===== src/rtl/ffa_pkg.sv =====
package ffa_pkg;
  localparam int WORD_W   = 32;
  localparam int WPL      = 4;
  localparam int LINE_W   = WORD_W * WPL;
  localparam int SEL_W    = $clog2(WPL);
  localparam int TIM_W    = 3;

  typedef enum logic [1:0] {
    LVL_OFF  = 2'd0,
    LVL_SEQ  = 2'd1,
    LVL_FULL = 2'd2
  } level_e;

  // wait setting 0 behaves as a single cycle
  function automatic logic [TIM_W-1:0] eff_cycles(input logic [TIM_W-1:0] t);
    return (t == '0) ? TIM_W'(1) : t;
  endfunction

  // encoding 3 is folded onto full buffering
  function automatic level_e norm_level(input logic [1:0] v);
    return (v == 2'd3) ? LVL_FULL : level_e'(v);
  endfunction

  function automatic logic [WORD_W-1:0] word_pick(input logic [LINE_W-1:0] line,
                                                  input logic [SEL_W-1:0] sel);
    return line[sel*WORD_W +: WORD_W];
  endfunction
endpackage


===== src/rtl/ffa_line_buf.sv =====
module ffa_line_buf #(
  parameter int TAG_W  = 28,
  parameter int DATA_W = 128
) (
  input  logic              clk,
  input  logic              rst_n,
  input  logic              flush,
  input  logic              drop,
  input  logic              ld,
  input  logic [TAG_W-1:0]  ld_tag,
  input  logic [DATA_W-1:0] ld_data,
  output logic              q_valid,
  output logic [TAG_W-1:0]  q_tag,
  output logic [DATA_W-1:0] q_data
);
  // flush beats load, load beats drop
  always_ff @(posedge clk or negedge rst_n) begin
    if (!rst_n) begin
      q_valid <= 1'b0;
      q_tag   <= '0;
      q_data  <= '0;
    end else if (flush) begin
      q_valid <= 1'b0;
    end else if (ld) begin
      q_valid <= 1'b1;
      q_tag   <= ld_tag;
      q_data  <= ld_data;
    end else if (drop) begin
      q_valid <= 1'b0;
    end
  end
endmodule


===== src/rtl/ffa_flash_seq.sv =====
module ffa_flash_seq #(
  parameter int TAG_W = 28,
  parameter int CNT_W = 3
) (
  input  logic             clk,
  input  logic             rst_n,
  input  logic             cancel,
  input  logic             start,
  input  logic [TAG_W-1:0] start_tag,
  input  logic             start_dem,
  input  logic [CNT_W-1:0] cycles,
  output logic             busy,
  output logic [TAG_W-1:0] line,
  output logic             is_dem,
  output logic             done
);
  logic [CNT_W-1:0] cnt;

  assign done = busy && (cnt == '0);

  always_ff @(posedge clk or negedge rst_n) begin
    if (!rst_n) begin
      busy   <= 1'b0;
      cnt    <= '0;
      line   <= '0;
      is_dem <= 1'b0;
    end else if (cancel) begin
      busy <= 1'b0;
    end else if (start) begin
      busy   <= 1'b1;
      cnt    <= cycles - CNT_W'(1);
      line   <= start_tag;
      is_dem <= start_dem;
    end else if (busy) begin
      if (cnt == '0) busy <= 1'b0;
      else           cnt  <= cnt - CNT_W'(1);
    end
  end
endmodule


===== src/rtl/flash_fetch_accel.sv =====
module flash_fetch_accel
  import ffa_pkg::*;
#(
  parameter int ADDR_W = 32
) (
  input  logic                 clk,
  input  logic                 rst_n,
  input  logic                 cpu_req,
  input  logic [ADDR_W-3:0]    cpu_word_addr,
  output logic                 cpu_ready,
  output logic [WORD_W-1:0]    cpu_rdata,
  input  logic                 mode_wr,
  input  logic [1:0]           mode_wdata,
  input  logic                 tim_wr,
  input  logic [TIM_W-1:0]     tim_wdata,
  output logic                 flash_rd,
  output logic [ADDR_W-5:0]    flash_line,
  input  logic [LINE_W-1:0]    flash_rdata
);
  localparam int LA_W = ADDR_W - 4;

  level_e           mode_q;
  logic [TIM_W-1:0] tim_q;
  logic             cfg_wr;

  assign cfg_wr = mode_wr || tim_wr;

  always_ff @(posedge clk or negedge rst_n) begin
    if (!rst_n) begin
      mode_q <= LVL_FULL;
      tim_q  <= TIM_W'(3);
    end else begin
      if (mode_wr) mode_q <= norm_level(mode_wdata);
      if (tim_wr)  tim_q  <= tim_wdata;
    end
  end

  logic [LA_W-1:0]  req_tag;
  logic [SEL_W-1:0] req_sel;
  assign req_tag = cpu_word_addr[ADDR_W-3:SEL_W];
  assign req_sel = cpu_word_addr[SEL_W-1:0];

  // buffer state
  logic              c_valid, p_valid, b_valid;
  logic [LA_W-1:0]   c_tag, p_tag, b_tag;
  logic [LINE_W-1:0] c_data, p_data, b_data;

  // named events, also seen by the checker
  logic hit_c, hit_p, hit_b, any_hit;
  logic serve_c, serve_p, serve_b;
  logic dem_miss, start_dem, start_pf, want_pf;
  logic rd_busy, rd_isdem, rd_done, dem_done, pf_done;
  logic [LA_W-1:0] rd_line, nxt_tag, st_tag;

  assign hit_c   = c_valid && (c_tag == req_tag);
  assign hit_p   = p_valid && (p_tag == req_tag) && (mode_q != LVL_OFF);
  assign hit_b   = b_valid && (b_tag == req_tag) && (mode_q == LVL_FULL);
  assign any_hit = hit_c || hit_p || hit_b;

  assign serve_c = cpu_req && hit_c;
  assign serve_p = cpu_req && !hit_c && hit_p;
  assign serve_b = cpu_req && !hit_c && !hit_p && hit_b;

  assign cpu_ready = cpu_req && any_hit;

  always_comb begin
    if (hit_c)      cpu_rdata = word_pick(c_data, req_sel);
    else if (hit_p) cpu_rdata = word_pick(p_data, req_sel);
    else            cpu_rdata = word_pick(b_data, req_sel);
  end

  assign nxt_tag   = c_tag + {{(LA_W-1){1'b0}}, 1'b1};
  assign dem_miss  = cpu_req && !any_hit;
  assign want_pf   = (mode_q != LVL_OFF) && c_valid && !(p_valid && (p_tag == nxt_tag));
  assign start_dem = dem_miss && !rd_busy && !cfg_wr;
  assign start_pf  = !dem_miss && want_pf && !rd_busy && !cfg_wr;
  assign st_tag    = start_dem ? req_tag : nxt_tag;
  assign dem_done  = rd_done && rd_isdem;
  assign pf_done   = rd_done && !rd_isdem;

  ffa_flash_seq #(.TAG_W(LA_W), .CNT_W(TIM_W)) u_seq (
    .clk       (clk),
    .rst_n     (rst_n),
    .cancel    (cfg_wr),
    .start     (start_dem || start_pf),
    .start_tag (st_tag),
    .start_dem (start_dem),
    .cycles    (eff_cycles(tim_q)),
    .busy      (rd_busy),
    .line      (rd_line),
    .is_dem    (rd_isdem),
    .done      (rd_done)
  );

  assign flash_rd   = rd_busy;
  assign flash_line = rd_line;

  // current line: filled by a demand read, a look-ahead promotion or a return-buffer hit
  logic              c_ld;
  logic [LA_W-1:0]   c_ld_tag;
  logic [LINE_W-1:0] c_ld_data;

  assign c_ld = dem_done || serve_p || serve_b;
  always_comb begin
    if (dem_done) begin
      c_ld_tag  = rd_line;
      c_ld_data = flash_rdata;
    end else if (serve_p) begin
      c_ld_tag  = p_tag;
      c_ld_data = p_data;
    end else begin
      c_ld_tag  = b_tag;
      c_ld_data = b_data;
    end
  end

  ffa_line_buf #(.TAG_W(LA_W), .DATA_W(LINE_W)) u_cur (
    .clk(clk), .rst_n(rst_n), .flush(cfg_wr),
    .drop(serve_c && (mode_q == LVL_OFF)),
    .ld(c_ld), .ld_tag(c_ld_tag), .ld_data(c_ld_data),
    .q_valid(c_valid), .q_tag(c_tag), .q_data(c_data)
  );

  ffa_line_buf #(.TAG_W(LA_W), .DATA_W(LINE_W)) u_pre (
    .clk(clk), .rst_n(rst_n), .flush(cfg_wr),
    .drop(serve_p),
    .ld(pf_done), .ld_tag(rd_line), .ld_data(flash_rdata),
    .q_valid(p_valid), .q_tag(p_tag), .q_data(p_data)
  );

  ffa_line_buf #(.TAG_W(LA_W), .DATA_W(LINE_W)) u_ret (
    .clk(clk), .rst_n(rst_n), .flush(cfg_wr),
    .drop(1'b0),
    .ld(dem_done && (mode_q == LVL_FULL)), .ld_tag(rd_line), .ld_data(flash_rdata),
    .q_valid(b_valid), .q_tag(b_tag), .q_data(b_data)
  );
endmodule


===== config.mk =====
export PLATFORM = sky130hd
export DESIGN_NAME = flash_fetch_accel
export DESIGN_NICKNAME = d
export VERILOG_FILES = /design/src/rtl/ffa_pkg.sv /design/src/rtl/ffa_line_buf.sv /design/src/rtl/ffa_flash_seq.sv /design/src/rtl/flash_fetch_accel.sv
export SDC_FILE = /design/constraint.sdc
export NUM_CORES = 1
export LEC_CHECK = 0
export BUFFER_PORTS_ARGS = -buffer_cell sky130_fd_sc_hd__buf_2
export CORE_UTILIZATION = 65
export CTS_BUF_LIST = sky130_fd_sc_hd__clkbuf_8
export CTS_CLUSTER_SIZE = 14
export DETAILED_ROUTE_END_ITERATION = 16
export GPL_TIMING_DRIVEN = 0
export PLACE_DENSITY = 0.91
export SYNTH_ARGS = -nofsm -noshare
export SYNTH_HDL_FRONTEND = slang
export SYNTH_SLANG_ARGS = --single-unit

===== constraint.sdc =====
create_clock -name clk -period 7 [get_ports clk]
set_input_delay 1.4 -clock clk [delete_from_list [all_inputs] [get_ports clk]]
set_output_delay 1.4 -clock clk [all_outputs]
set_load 0.01 [all_outputs]

# [After elaboration in Yosys (flattened, before gate mapping)]
# Cells that the tools add are included.
[classes] shifts=3 eq_ne=7 reduce_logical=52 n_addsub=3 bitwise=1 n_mux=24
[op_table] op="$shiftx 128x8->32" count=3
[op_table] op="$mux 128" count=2
[op_table] op="$eq 28x28->1" count=4
[op_table] op="$mux 28" count=3
[op_table] op="$mux 32" count=2
[op_table] op="$add 28x1->28 const B" count=1
[op_table] op="$logic_and 1x1->1" count=25
[op_table] op="$mux 1" count=12
[op_table] op="$mux 3" count=4
[op_table] op="$logic_not 1->1" count=8
[op_table] op="$reduce_and 2->1" count=4
[op_table] op="$logic_not 3->1" count=2
[op_table] op="$logic_or 1x1->1" count=6
[op_table] op="$reduce_bool 2->1" count=3
[op_table] op="$reduce_bool 3->1" count=2
[op_table] op="$sub 3x1->3 const B" count=2
[op_table] op="$eq 2x2->1 const B" count=2
[op_table] op="$reduce_and 3->1" count=1
[op_table] op="$logic_not 2->1" count=1
[op_table] op="$mux 2" count=1
[op_table] op="$ne 2x1->1 const B" count=1
[op_table] op="$not 1->1" count=1
[totals] in_bits=168 register_bits=509 wordCells=105 out_inout_bits=62

# [Longest topological paths before layout]
# Gate-level depths: netlist of run 1.
[depth] depth_word=14 ltp_mapped=19 mapped_depth_nobuf=17

# [By module]
# A second synthesis of run 1 with hierarchy kept.
[unflattened] cells_unflattened=2429 hier_area_um2=30291.6
[by_module_without_submodules] mod="ffa_line_buf" n_inst=3 cells_each=334 area_per_inst_um2=6558.8 seq_area_each_um2=3928.8
[by_module_without_submodules] mod="flash_fetch_accel" n_inst=1 cells_each=1335 area_per_inst_um2=9131.3 seq_area_each_um2=128.9
[by_module_without_submodules] mod="ffa_flash_seq" n_inst=1 cells_each=92 area_per_inst_um2=1483.9 seq_area_each_um2=825.8

# [Worst setup path after synthesis of run 1]
# Ideal clock, no wire load.
[synth_path] kind="input to output" start="input cpu_word_addr[13]" end="output cpu_rdata[0]" arrival_time_ns=3.697 setup_slack_ns=1.903 cell_stages=10 t_required_ns=5.600 path_buffers=3 cell_sequence="xnor2_1 -> nand4_1 -> nor4_1 -> and3_1 -> buf_2 -> buf_1 -> buf_2 -> mux4_2 -> mux2i_1 -> a21oi_1"
[synth_via] elab_chain_len=5 elab_cells_between_ends=7 cone_classes="2 x eq/ne; 2 x mux; 3 x reduce/logical"
[synth_rtl] element="start, declared" line_no="flash_fetch_accel.sv:9" text="input logic [ADDR_W-3:0] cpu_word_addr,"
[synth_rtl] element="$eq 28x28->1" line_no="flash_fetch_accel.sv:56" text="assign hit_p = p_valid && (p_tag == req_tag) && (mode_q != LVL_OFF);"
[synth_rtl] element="$logic_and 1x1->1 (2 in a row)" line_no="flash_fetch_accel.sv:56"
[synth_rtl] element="$mux 32" line_no="flash_fetch_accel.sv:68" text="else if (hit_p) cpu_rdata = word_pick(p_data, req_sel);"
[synth_rtl] element="$mux 32 *" line_no="flash_fetch_accel.sv:67" text="if (hit_c) cpu_rdata = word_pick(c_data, req_sel);"
[synth_rtl] element="end, declared" line_no="flash_fetch_accel.sv:11" text="output logic [WORD_W-1:0] cpu_rdata,"
# Every way passes the cells marked *; elsewhere a longest branch is shown, timed or not.

# [Worst setup path after layout of run 1]
[layout_path] start="input cpu_word_addr[19]" end="output cpu_rdata[24]"
# Same word-level chain as after synthesis.

==> results of run 1 <==
[through the flow]
stage	power [mW]	utilization, %	setup slack [ps]	instance area (um2)	hold slack [ps]
floorplan	3.203	-	1903	27760	444.6
global placement	3.437	70.33	-5325	29570	455.7
detailed placement	3.459	70.62	-442.7	29690	468.8
CTS	6.168	74.83	116.6	31460	482.3
global route	6.350	74.89	116.8	31490	501.1
finish	6.236	74.94	215.6	31510	479.8
[flip-flops by register name, indices dropped and copies added, names as in the netlist, 3 cells and up]
register and cells:
u_cur.q_tag 28, u_ret.q_data 128, u_cur.q_data 128, u_ret.q_tag 28
u_pre.q_data 128, tim_q 3, u_seq.line 28, u_seq.cnt 3
u_pre.q_tag 28
[power by group through the flow]
stage	logic (mW)	registers, mW	clock network (mW)
detailed placement	0.379	3.08	0
global placement	0.360	3.08	0
CTS	0.381	3.03	2.76
global route	0.416	3.03	2.90
finish	0.392	3.03	2.81
floorplan	0.126	3.08	0
[final cells by class]
class	count	share of cell area, %
Multi-Input combinational cell	1802	44.91
Sequential cell	509	40.44
Clock buffer	104	4.543
Timing Repair Buffer	231	3.987
Buffer	199	2.665
Tap cell	539	2.141
Clock inverter	51	1.017
Inverter	15	0.1787
Antenna cell	15	0.1191
[worst max-delay path: cells and delay by family]
| kind | cells | cell delay [ps] |
|---|---|---|
| AND/OR/NAND/NOR | 3 | 850 |
| buffers and inverters | 5 | 1880 |
| AO/OA/AOI/OAI | 1 | 150 |
| XOR/XNOR | 1 | 390 |
| multiplexers | 2 | 710 |
[layout by cell type (no fill, tap or decap), drive strengths merged, types with 9 or more instances in the layout]
| cell | synthesis | final |
|---|---|---|
| nor2b | 9 | 9 |
| nor4 | 23 | 23 |
| buf | 91 | 319 |
| mux4 | 96 | 96 |
| nand2 | 222 | 222 |
| clkinv | 0 | 12 |
| xnor2 | 75 | 75 |
| dfrtp | 506 | 506 |
| nand3 | 17 | 17 |
| inv | 15 | 49 |
| nor3 | 13 | 13 |
| and3 | 12 | 12 |
| xor2 | 54 | 54 |
| diode | 0 | 15 |
| mux2 | 310 | 310 |
| nor2 | 215 | 215 |
| nand2b | 10 | 10 |
| a21oi | 199 | 199 |
| o21ai | 202 | 202 |
| mux2i | 219 | 219 |
| clkbuf | 108 | 213 |
| nand4 | 35 | 35 |
[kinds of logic after synthesis]
logic type / after synthesis / synth area share [%]
multiplexers: 625 / 28.26
XOR/XNOR: 130 / 4.151
buffers and inverters: 214 / 3.151
AO/OA/AOI/OAI: 446 / 8.641
adder cells (fa/ha/maj): 2 / 0.09014
AND/OR/NAND/NOR: 599 / 9.804
flip-flops: 509 / 45.90
[final timing paths]
check                             startpoint           endpoint  slack [ps]
hold / removal             u_cur.q_data[116]  u_cur.q_data[116]         480
setup / recovery           cpu_word_addr[19]      cpu_rdata[24]         220
max in group asynchronous              rst_n   u_ret.q_data[43]        4680
setup reg to reg              u_cur.q_tag[1]       u_seq.cnt[2]        1270
min in group asynchronous              rst_n     u_ret.q_tag[5]         730
hold reg to reg            u_cur.q_data[116]  u_cur.q_data[116]         480
[repair_timing]
item	in CTS	in global routing
setup endpoints to repair	23	25
hold buffers	0	0
setup buffers	0	0
pin swaps	0	0
gates cloned	0	0
gates resized for setup	6	3
[per-layer routing]
layer | global-route usage (%) | up-vias | routed length, um
li1 | - | 9741 | -
met1 | 60.78 | 12150 | 35950
met2 | 71.23 | 2301 | 45300
met3 | 19.10 | 692 | 15350
met4 | 32.66 | 6 | 8563
met5 | 0 | - | 43
==> impl_metrics.env, run 1 <==
export IMPL_groute_usage_overall_pct=48.93
export IMPL_postRouteAntennaNets=0
export IMPL_num_rows=75
export IMPL_worst_slew_margin_rel_pct=-4.005
export IMPL_number_of_synthesized_register_bits=509
export IMPL_area_of_the_multi_input_gates_um2=14150
export IMPL_cell_at_the_slowest_stage_of_the_critical_path="sky130_fd_sc_hd__clkdlybuf4s18_2"
export IMPL_design_final_nets=3013
export IMPL_clk_transition_reported_paths_ps=70
export IMPL_fill_cells=2660
export IMPL_synth_area_leaders="sky130_fd_sc_hd__dfrtp_1, sky130_fd_sc_hd__mux2_2, sky130_fd_sc_hd__mux2i_1, sky130_fd_sc_hd__mux4_2, sky130_fd_sc_hd__a21oi_1"
export IMPL_timing_final_crit_period_ps=6784
export IMPL_ys_seq_area_share_pct=45.90
export IMPL_layout_worst_path_cycle_share_pct=96.92
export IMPL_max_clock_freq_mhz=147.4
export IMPL_yosys_area_top_type_share_pct=45.62
export IMPL_syn_to_final_growth_pct=13.50
export IMPL_post_drt_via_cell_ratio=7.184
export IMPL_finalSetupViolations=0
export IMPL_internal_power_mw=4.573
export IMPL_maximum_number_of_pins_on_one_net_before_global_route_repair=125
export IMPL_filler_free_cell_count_of_the_finished_design=3465
export IMPL_critPathCaptureType="output port"
export IMPL_final_layout_size_suffix_gt1_share_pct=28.03
export IMPL_powerDensity_nw_per_um2=197.9
export IMPL_power_ir_vdd_worst_v=0.0001704
export IMPL_status="complete, but fails checks"
export IMPL_worstMarginPinSlew_ps=1560
export IMPL_worst_endpoint_arrival_ps=5380
export IMPL_synthFlopType="sky130_fd_sc_hd__dfrtp_1"
export IMPL_gr_total_overflow=0
export IMPL_switching_power_mw=1.663
export IMPL_routabilityCongestion=0.9972
export IMPL_failed_checks="capacitance limit, slew limit"
export IMPL_route_final_wire_length_um=105200
export IMPL_post_synth_instance_area_um2=27760
export IMPL_cts_sink_count=509
export IMPL_core_area_um2=42040
export IMPL_share_comb_of_total_power_pct=6.3
export IMPL_timing_hold_worst_path_depth=2
export IMPL_die_height_um=208.7
export IMPL_post_synth_top_count_cell="sky130_fd_sc_hd__dfrtp_1"
export IMPL_vias=24890
export IMPL_clock_tree_root_cell="sky130_fd_sc_hd__clkbuf_8"
export IMPL_fp_dieArea_um2=43530
export IMPL_timing_worst_setup_path_type="in2out"
export IMPL_pwr_share_clk_pct=45.1
export IMPL_synth_fp_nets=2695
export IMPL_drt_iter0_markers=3773
export IMPL_cts_max_path_buffers=3
export IMPL_grt_first_pass_wirelength_um=155200
export IMPL_rsz0062_at_grt="false"
export IMPL_antenna_found_initial=17
export IMPL_routed_wire_length_per_instance_um=30.36
export IMPL_count_of_boundary_i_o_pins=230
export IMPL_critical_path_cell_chain="buf_2 -> xnor2_1 -> nand4_1 -> nor4b_2 -> and3_1 -> clkbuf_4 -> clkdlybuf4s18_2 -> buf_2 -> mux4_2 -> mux2i_1 -> a21oi_1 -> buf_2"
export IMPL_syn_inst=2525
export IMPL_r2r_worst_path_cells=19
export IMPL_synth_top_cells_by_count="sky130_fd_sc_hd__dfrtp_1, sky130_fd_sc_hd__mux2_2, sky130_fd_sc_hd__nand2_1"
export IMPL_synth_largest_area_cell="sky130_fd_sc_hd__dfrtp_1"
export IMPL_asyncSetResetFlopFracSynth_pct=100.0
export IMPL_remaining_drcs=0
export IMPL_crit_required_ps=5600
export IMPL_timing_final_hold_violations=0
export IMPL_insertion_delay_ps=780
export IMPL_power_static_leakage_nw=14.83
export IMPL_cts_htree_levels=3
export IMPL_min_path_type="reg2reg"
export IMPL_yosysWarningCount=0
export IMPL_cap_violations=1
export IMPL_area_sequential_um2=12740
export IMPL_timing_setup_tns_ps=0
export IMPL_synth_avg_cell_area_um2=10.99
export IMPL_detailedPlacementHpwl_um=72340
export IMPL_power_switching_fraction_pct=26.66
export IMPL_placed_cells=3295
export IMPL_port_buffers=227
export IMPL_cts_buffers_inserted=85
export IMPL_die_width_um=208.7
export IMPL_maxSlewViolCount=11
export IMPL_setup_worst_path_start_class="input pin"
export IMPL_critical_path_max_stage_delay_ps=570
export IMPL_clock_tree_from_tritoncts="yes"
export IMPL_seqPwrFrac_pct=48.6
export IMPL_critical_path_max_fanout=10
export IMPL_path_common_cell="sky130_fd_sc_hd__buf_2"
export IMPL_grt_pass1_vias=25210
export IMPL_fin_clk_skew_ps=69.52
export IMPL_start_util_pct=66.03
export IMPL_yosysUniqueCellTypes=72
export IMPL_dr_pass1_iters=6
export IMPL_number_of_enable_flip_flop_cells_after_synthesis=0
Note: power is estimated with default switching activity, not from simulation.
==> run 2, diff against run 1 <==
- CORE_UTILIZATION: 65 -> 57
- PLACE_DENSITY: 0.91 -> 0.85
- clock period: 7 -> 6.2 ns (I/O delays scaled with it)
==> run 2 against run 1 <==
  * Combinational power rose by 13%
  * Non-clock buffer count is 1 higher
  * Via count decreased by 2.7%
  * Worst hold slack got worse by 23 ps
  * The run ends with setup timing left
  * Setup slack worse by 260 ps
  * Sequential power is 13% higher
  * Critical path type unchanged
  * Highest routed layer unchanged
==> impl_metrics.env, run 2 (synthesis results as in run 1) <==
export IMPL_power_ir_vdd_worst_v=0.0001818
export IMPL_holdBufCountCts=0
export IMPL_min_path_type="in2async"
export IMPL_fin_ws_ps=-40.35
export IMPL_internal_power_mw=5.246
export IMPL_clk_transition_reported_paths_ps=50
export IMPL_switching_power_mw=1.842
export IMPL_routabilityCongestion=1.011
export IMPL_antenna_found_initial=21
export IMPL_drt_iter0_markers=3510
export IMPL_die_width_um=222.7
export IMPL_maximum_number_of_pins_on_one_net_before_global_route_repair=128
export IMPL_cell_at_the_slowest_stage_of_the_critical_path="sky130_fd_sc_hd__clkdlybuf4s18_2"
export IMPL_top_regs="u_cur.q_data: 128 flops, u_pre.q_data: 128 flops, u_ret.q_data: 128 flops"
export IMPL_num_rows=80
export IMPL_worst_endpoint_arrival_ps=5000
export IMPL_cts_max_path_buffers=3
export IMPL_postRouteAntennaNets=0
export IMPL_worst_slew_margin_rel_pct=7.509
export IMPL_port_buffers=227
export IMPL_rsz0062_at_grt="false"
export IMPL_final_layout_size_suffix_gt1_share_pct=28.22
export IMPL_timing_final_crit_period_ps=6240
export IMPL_die_height_um=222.7
export IMPL_max_clock_freq_mhz=160.2
export IMPL_fin_clk_skew_ps=50.70
export IMPL_vias=24220
export IMPL_grt_first_pass_wirelength_um=149300
export IMPL_critical_path_max_stage_delay_ps=530
export IMPL_cts_sink_count=509
export IMPL_timing_setup_tns_ps=-40.35
export IMPL_cts_buffers_inserted=87
export IMPL_insertion_delay_ps=740
export IMPL_critical_path_max_fanout=10
export IMPL_clock_tree_root_cell="sky130_fd_sc_hd__clkbuf_8"
export IMPL_power_switching_fraction_pct=25.98
export IMPL_critPathCaptureType="output port"
export IMPL_critical_path_cell_chain="buf_2 -> xnor2_1 -> nand4_1 -> nor4b_2 -> and3_1 -> clkbuf_4 -> clkbuf_4 -> clkdlybuf4s18_2 -> mux4_2 -> mux2i_1 -> a21oi_1 -> buf_2"
export IMPL_post_drt_via_cell_ratio=6.832
export IMPL_remaining_drcs=0
export IMPL_crit_required_ps=4960
export IMPL_timing_worst_setup_path_type="in2out"
export IMPL_failed_checks="setup timing"
export IMPL_layout_cells_most_common_list="sky130_fd_sc_hd__dfrtp_1, sky130_fd_sc_hd__mux2_2, sky130_fd_sc_hd__buf_2, sky130_fd_sc_hd__nand2_1, sky130_fd_sc_hd__mux2i_1"
export IMPL_cap_violations=0
export IMPL_cts_htree_levels=3
export IMPL_start_util_pct=58.02
export IMPL_maxSlewViolCount=0
export IMPL_detailedPlacementHpwl_um=71900
export IMPL_gr_total_overflow=0
export IMPL_dr_pass1_iters=6
export IMPL_seqPwrFrac_pct=48.3
export IMPL_design_final_nets=3016
export IMPL_clock_tree_from_tritoncts="yes"
export IMPL_worstMarginPinSlew_ps=1387
export IMPL_syn_to_final_growth_pct=14.19
export IMPL_finalSetupViolations=1
export IMPL_power_static_leakage_nw=14.86
export IMPL_final_common_cell="sky130_fd_sc_hd__dfrtp_1"
export IMPL_fp_dieArea_um2=49580
export IMPL_powerDensity_nw_per_um2=223.6
export IMPL_placed_cells=3371
export IMPL_layout_worst_path_cycle_share_pct=100.7
export IMPL_routed_wire_length_per_instance_um=28.47
export IMPL_filler_free_cell_count_of_the_finished_design=3545
export IMPL_timing_final_hold_violations=0
export IMPL_grt_pass1_vias=24370
export IMPL_pwr_share_clk_pct=45.5
export IMPL_count_of_boundary_i_o_pins=230
export IMPL_share_comb_of_total_power_pct=6.3
export IMPL_setup_worst_path_start_class="input pin"
export IMPL_groute_usage_overall_pct=40.69
export IMPL_route_final_wire_length_um=100900
export IMPL_core_area_um2=47850
export IMPL_status="complete, but fails checks"
-- run 2: changes by cell type in the layout (fill, tap and decap cells not counted), sizes merged --
cell / previous run / this run
buf: 319 / 321
bufinv: 3 / 2
clkbuf: 213 / 223
clkdlybuf4s15: 1 / 0
clkinv: 12 / 10
clkinvlp: 2 / 1
diode: 15 / 17
inv: 49 / 44
-- run 2: worst max-delay path: cells and delay by family --
kind                   cells  cell delay, ps
XOR/XNOR                   1             490
AND/OR/NAND/NOR            3             870
buffers and inverters      5            1610
AO/OA/AOI/OAI              1             390
multiplexers               2             390
-- run 2: path summary, 6_finish.rpt --
check	from	to	slack, ps	cells after the start
setup / recovery	cpu_word_addr[19]	cpu_rdata[25]	-40	12
hold / removal	rst_n	u_ret.q_tag[5]	460	1
setup reg to reg	u_cur.q_tag[1]	u_seq.cnt[2]	160	19
hold reg to reg	u_cur.q_data[90]	u_cur.q_data[90]	480	2
max in group asynchronous	rst_n	u_pre.q_data[15]	4130	3
min in group clk	u_cur.q_data[90]	u_cur.q_data[90]	480	2
-- run 2: metal layers --
metal / routed length, um / global-route usage (%) / up-vias
met5: 64 / 0 / -
met4: 6249 / 23.89 / 10
met3: 13300 / 14.60 / 494
met2: 44320 / 59.52 / 1956
met1: 36990 / 52.16 / 12010
li1: - / - / 9751
-- run 2: repair_timing --
action	CTS	global route
gates resized for setup	12	4
endpoints found under the setup margin	32	20
cloned	0	0
buffers inserted	0	0
-- run 2: final cells by class --
type / count / area (um2)
Timing Repair Buffer: 232 / 1271
Clock inverter: 42 / 255.2
Tap cell: 615 / 769.5
Inverter: 15 / 56.30
Clock buffer: 114 / 1569
Fill cell: 3544 / 16150
Multi-Input combinational cell: 1802 / 14150
Sequential cell: 509 / 12740
Buffer: 199 / 842.1
Antenna cell: 17 / 42.54
-- run 2: metrics by stage --
step                hold slack (ps)  setup slack (ps)  instance area, um2  util (%)  total power, mW
finish                        457.0            -40.35               31700     66.24            7.088
floorplan                     444.6              1423               27760         -            3.616
detailed placement            466.0            -840.4               29780     62.25            3.910
CTS                           462.8             78.63               31630     66.11            7.050
global placement              456.7             -5999               29660     62.00            3.887
global route                  486.5             18.28               31680     66.21            7.221
-- run 2: power by group through the flow --
| stage | Clock, mW | Sequential [mW] | Combinational (mW) |
|---|---|---|---|
| final | 3.22 | 3.42 | 0.443 |
| after global routing | 3.33 | 3.42 | 0.471 |
| after CTS | 3.20 | 3.42 | 0.435 |
| after detailed placement | 0 | 3.48 | 0.433 |
| after global placement | 0 | 3.47 | 0.413 |
| after floorplan | 0 | 3.47 | 0.142 |
